--- config.mk ---
export PLATFORM = sky130hd
export DESIGN_NAME = bytelane_lsu
export DESIGN_NICKNAME = d
export VERILOG_FILES = /design/src/rtl/lsu_pkg.sv /design/src/rtl/lsu_agen.sv /design/src/rtl/lsu_store_steer.sv /design/src/rtl/lsu_load_extract.sv /design/src/rtl/bytelane_lsu.sv
export SDC_FILE = /design/constraint.sdc
export NUM_CORES = 1
export LEC_CHECK = 0
export CAP_MARGIN = 0
export CORE_MARGIN = 5
export CORE_UTILIZATION = 34
export CTS_BUF_LIST = sky130_fd_sc_hd__clkbuf_2 sky130_fd_sc_hd__clkbuf_4 sky130_fd_sc_hd__clkbuf_8
export DETAILED_ROUTE_END_ITERATION = 7
export GPL_ROUTABILITY_DRIVEN = 0
export HOLD_SLACK_MARGIN = 0.03
export PLACE_DENSITY_LB_ADDON = 0.08
export SYNTH_ARGS = -nofsm -noshare
export SYNTH_HDL_FRONTEND = slang
export SYNTH_SLANG_ARGS = --single-unit
--- constraint.sdc ---
create_clock -name clk -period 3.2 [get_ports clk]
set_input_delay 0.64 -clock clk [delete_from_list [all_inputs] [get_ports clk]]
set_output_delay 0.64 -clock clk [all_outputs]
set_load 0.05 [all_outputs]
--- src/rtl/lsu_pkg.sv ---
package lsu_pkg;
  typedef enum logic [1:0] {
    OP_LDW = 2'b00,
    OP_STW = 2'b01,
    OP_LDB = 2'b10,
    OP_STB = 2'b11
  } lsu_op_e;

  function automatic logic op_is_store(lsu_op_e op);
    return op[0];
  endfunction

  function automatic logic op_is_byte(lsu_op_e op);
    return op[1];
  endfunction
endpackage

--- src/rtl/lsu_agen.sv ---
module lsu_agen #(
  parameter int ADDR_W = 32,
  parameter int OFF_W  = 16,
  parameter int LANE_W = 2
) (
  input  logic [ADDR_W-1:0]        base,
  input  logic [OFF_W-1:0]         offset,
  input  logic                     is_word,
  output logic [ADDR_W-LANE_W-1:0] word_addr,
  output logic [LANE_W-1:0]        lane,
  output logic                     misaligned
);
  localparam int EXT_W = ADDR_W - OFF_W;

  logic [ADDR_W-1:0] ea;

  always_comb begin
    ea         = base + {{EXT_W{offset[OFF_W-1]}}, offset};
    word_addr  = ea[ADDR_W-1:LANE_W];
    lane       = ea[LANE_W-1:0];
    misaligned = is_word && (lane != '0);
  end
endmodule

--- src/rtl/lsu_store_steer.sv ---
module lsu_store_steer #(
  parameter int DATA_W = 32,
  parameter int LANE_W = 2
) (
  input  logic [DATA_W-1:0]   src,
  input  logic [LANE_W-1:0]   lane,
  input  logic                is_byte,
  output logic [DATA_W/8-1:0] be,
  output logic [DATA_W-1:0]   wdata
);
  localparam int BYTES = DATA_W / 8;

  for (genvar i = 0; i < BYTES; i++) begin : g_lane
    // big-endian: lowest byte offset drives the most significant lane
    localparam logic [LANE_W-1:0] SEL = LANE_W'(BYTES - 1 - i);
    assign be[i]          = is_byte ? (lane == SEL) : 1'b1;
    assign wdata[8*i +: 8] = is_byte ? src[7:0] : src[8*i +: 8];
  end
endmodule

--- src/rtl/lsu_load_extract.sv ---
module lsu_load_extract #(
  parameter int DATA_W = 32,
  parameter int LANE_W = 2
) (
  input  logic [DATA_W-1:0] rdata,
  input  logic [LANE_W-1:0] lane,
  input  logic              is_byte,
  output logic [DATA_W-1:0] result
);
  localparam int BYTES = DATA_W / 8;

  logic [7:0] pick;

  always_comb begin
    pick = '0;
    for (int i = 0; i < BYTES; i++) begin
      if (lane == LANE_W'(BYTES - 1 - i)) pick = rdata[8*i +: 8];
    end
    result = is_byte ? {{(DATA_W-8){1'b0}}, pick} : rdata;
  end
endmodule

--- src/rtl/bytelane_lsu.sv ---
module bytelane_lsu #(
  parameter int ADDR_W = 32,
  parameter int OFF_W  = 16,
  parameter int DATA_W = 32,
  localparam int BYTES   = DATA_W / 8,
  localparam int LANE_W  = $clog2(BYTES),
  localparam int WADDR_W = ADDR_W - LANE_W
) (
  input  logic               clk,
  input  logic               rst_n,
  input  logic               req_valid,
  output logic               req_ready,
  input  logic [1:0]         req_op,
  input  logic [ADDR_W-1:0]  req_base,
  input  logic [OFF_W-1:0]   req_offset,
  input  logic [DATA_W-1:0]  req_wdata,
  output logic               mem_req,
  output logic               mem_we,
  output logic [BYTES-1:0]   mem_be,
  output logic [WADDR_W-1:0] mem_addr,
  output logic [DATA_W-1:0]  mem_wdata,
  input  logic [DATA_W-1:0]  mem_rdata,
  output logic               rsp_valid,
  output logic [DATA_W-1:0]  rsp_data,
  output logic               misalign_err
);
  import lsu_pkg::*;

  lsu_op_e           op;
  logic              accept, is_byte, is_store, misaligned;
  logic [LANE_W-1:0] lane;
  logic              rdy_q, ld_pend_q, ld_byte_q, err_q;
  logic [LANE_W-1:0] ld_lane_q;
  logic [BYTES-1:0]  be_raw;

  assign op       = lsu_op_e'(req_op);
  assign is_byte  = op_is_byte(op);
  assign is_store = op_is_store(op);
  assign accept   = req_valid && rdy_q;

  lsu_agen #(.ADDR_W(ADDR_W), .OFF_W(OFF_W), .LANE_W(LANE_W)) agen_i (
    .base(req_base), .offset(req_offset), .is_word(!is_byte),
    .word_addr(mem_addr), .lane(lane), .misaligned(misaligned)
  );

  lsu_store_steer #(.DATA_W(DATA_W), .LANE_W(LANE_W)) steer_i (
    .src(req_wdata), .lane(lane), .is_byte(is_byte),
    .be(be_raw), .wdata(mem_wdata)
  );

  lsu_load_extract #(.DATA_W(DATA_W), .LANE_W(LANE_W)) extract_i (
    .rdata(mem_rdata), .lane(ld_lane_q), .is_byte(ld_byte_q),
    .result(rsp_data)
  );

  assign mem_req      = accept && !misaligned;
  assign mem_we       = mem_req && is_store;
  assign mem_be       = mem_req ? be_raw : '0;
  assign req_ready    = rdy_q;
  assign rsp_valid    = ld_pend_q;
  assign misalign_err = err_q;

  always_ff @(posedge clk) begin
    if (!rst_n) begin
      rdy_q     <= 1'b0;
      ld_pend_q <= 1'b0;
      ld_byte_q <= 1'b0;
      ld_lane_q <= '0;
      err_q     <= 1'b0;
    end else begin
      rdy_q     <= 1'b1;
      ld_pend_q <= mem_req && !is_store;
      err_q     <= accept && misaligned;
      if (mem_req && !is_store) begin
        ld_byte_q <= is_byte;
        ld_lane_q <= lane;
      end
    end
  end
endmodule

==> impl_metrics.json <==
{
  "critPathMaxStageDelay_ps": 330,
  "drtIter0Drc": 311,
  "die_width_um": 108,
  "vias": 5206,
  "report.final.slew_viol_count": 0,
  "holdWs_ps": 626,
  "track_usage_pct": 27.9,
  "seq_area_frac_synth_pct": 3.66,
  "synth-seq-cells": 6,
  "worst_pin_slew_ps": 579,
  "io_buffer_count": 219,
  "grt_first_pass_wirelength_um": 26300,
  "clock-root-buffer": "clkbuf_8",
  "dp_slack_ps": -819,
  "antenna_found_initial": 0,
  "fmax_mhz": 288,
  "synth_area_mm2": 0.00328,
  "coreArea_mm2": 0.00933,
  "slew_headroom_pct": 61.3,
  "die_h_um": 108,
  "grt_pass1_vias": 5229,
  "cp_max_fo": 3,
  "dp_cells": 902,
  "yosysWarnings": 0,
  "cts.sinks": 6,
  "violations": "setup timing",
  "required_ps": 2560,
  "arrival_ps": 2830,
  "critPathLaunchType": "input port",
  "antenna_left": 0,
  "worstPathCellList": "buf_6, ha_4, inv_2, fa_2, and2b_2, o2111ai_4, buf_4, a21oi_4, o2111ai_4, a32oi_1, nand4_1, buf_12",
  "yosysUniqueCellTypes": 63,
  "peakVddDrop_uv": 309,
  "clk_pin_slew_worst_paths_ps": 40,
  "worstSetupPathType": "in2out",
  "drt-wirelength-per-cell_um": 20.8,
  "wl_um": 19400,
  "ios": 220,
  "rows": 35,
  "nets": 952,
  "first_pass_iters": 6,
  "crit_path_frequent_cell": "o2111ai_4",
  "setup_tns_ps": -2420,
  "crit_path_end_kind": "output pin",
  "rsz0062_at_grt": "true",
  "layout-drive-gt1-share_pct": 49.2,
  "max_cap_viol_count": 0,
  "synth-edff-count": 0,
  "setup_viol": 17,
  "clk-insertion-delay-late_ps": 220,
  "layout_setup_ws_ps": -267,
  "p_per_area_mw_per_mm2": 317,
  "period_share_pct": 108,
  "htreeDepth": 1,
  "cts_tree": "yes",
  "syn-instance-count": 485,
  "final_cells": 931,
  "synth_area_per_cell_um2": 6.76,
  "hold_class": "reg2reg",
  "drc": 0,
  "synth_area_leaders": "ha_1, buf_4, o21ai_0",
  "fin_worst_skew_ps": 1.79,
  "via_per_inst": 5.59,
  "postCtsHoldBufs": 0,
  "overflow": 0,
  "numCtsBuffers": 3,
  "synth_top_area_share_pct": 11.8,
  "hold_violations": 0,
  "status": "complete, but fails checks",
  "clock_path_buffers": 2,
  "synth_top_flop_cell": "dfxtp_1",
  "synth-async-reset-ratio_pct": 0,
  "yosysTopAreaCell": "ha_1",
  "slowest_stage": "fa_2",
  "p_leak_uw": 0.00343,
  "fin_crit_ps": 3470,
  "syn_nets": 634,
  "place_hpwl_um": 12700,
  "die_area_mm2": 0.0117,
  "grt_max_degree": 40,
  "start_util_pct": 35.2,
  "areaGrowthSynthToFinish_pct": 145
}
## synthesized netlist by cell type (3+ instances only)
master	count
o22ai_1	15
a211oi_1	6
xor2_1	13
nand2_1	39
and2_1	7
buf_2	5
nand3_1	8
and4_1	3
inv_1	36
nand4_1	8
xnor2_1	12
mux2i_1	3
mux2_2	10
ha_1	31
a21o_1	9
clkbuf_1	13
buf_4	39
nor3_1	10
o21ai_0	44
nor2b_1	28
nand2b_1	5
dfxtp_1	6
a31oi_1	5
a21oi_1	39
a21boi_0	3
a211o_1	5
and3_1	4
nor2_1	27
o211ai_1	7
o21a_1	4
## power breakdown
part | switching [µW] | total, µW | internal (µW)
Clock | 31.0 | 112 | 80.7
Sequential | 3.44 | 81.4 | 78.0
Combinational | 1230 | 2360 | 1130
## cell families after synthesis
family	Yosys count	synth area share (%)
flip-flops	6	3.66
XOR/XNOR	25	6.67
AO/OA/AOI/OAI	161	32.5
AND/OR/NAND/NOR	150	23.7
multiplexers	14	5.03
adder cells (fa/ha/maj)	32	12.4
buffers and inverters	97	16.0
## cells in the final DEF (no fill, tap or decap), types with 15 or more instances in the layout
master / instances
buf_4: 154
clkdlybuf4s50_1: 109
buf_12: 58
inv_1: 33
nand2_1: 30
o21ai_0: 29
nor2b_1: 28
ha_4: 27
a21oi_1: 22
nor2_1: 18
clkbuf_2: 17
dlygate4sd2_1: 17
o22ai_1: 15
## final timing paths
path	end	cells after the start	slack, ps	from
max	mem_addr[26]	12	-270	req_offset[0]
min	misalign_err	2	630	req_ready
max reg2reg	ld_byte_q	5	1980	req_ready
min reg2reg	misalign_err	2	630	req_ready
## worst max-delay path, delay by kind of cell
family / cells / cell delay, ps
buf+inv: 4 / 480
simple gates: 2 / 440
compound gates: 4 / 790
fa+ha+maj: 2 / 460
## registers in the layout (all words and copies together), names as in the netlist
register and flops:
req_ready 1, misalign_err 1, ld_byte_q 1, ld_lane_q 2, rsp_valid 1
## through the flow
step | power, µW | instance area, µm² | util [%]
after CTS | 2370 | 7680 | 82.3
after floorplan | 1160 | 3300 | -
after global placement | 2050 | 6830 | 73.2
after detailed placement | 2070 | 6830 | 73.2
final | 2550 | 8040 | 86.2
after global routing | 2640 | 8030 | 86.1
## final cells by class
class                      count  area [µm²]
timing repair buffer         374        3920
antenna                        1        2.50
tap                          129         161
inverter                      36         135
fill                         528        1290
multi-input combinational    382        3650
clock buffer                   3        41.3
sequential                     6         120
## metal layers
layer / share of wire, % / wire length [µm] / GRT usage, % / vias up
li1: - / - / - / 2334
met1: 36 / 6950 / 29.7 / 2467
met2: 52 / 10100 / 54.4 / 316
met3: 7.4 / 1430 / 4.66 / 89
met4: 4.7 / 913 / 10.6 / 0
met5: 0 / 0 / 0 / -
## what timing repair did
action,CTS,global route
gates cloned,1,0
setup buffers,9,19
setup endpoints to repair,29,24
pin swaps,72,69
gates resized for setup,189,95
Power figures use the tool's default switching activity.
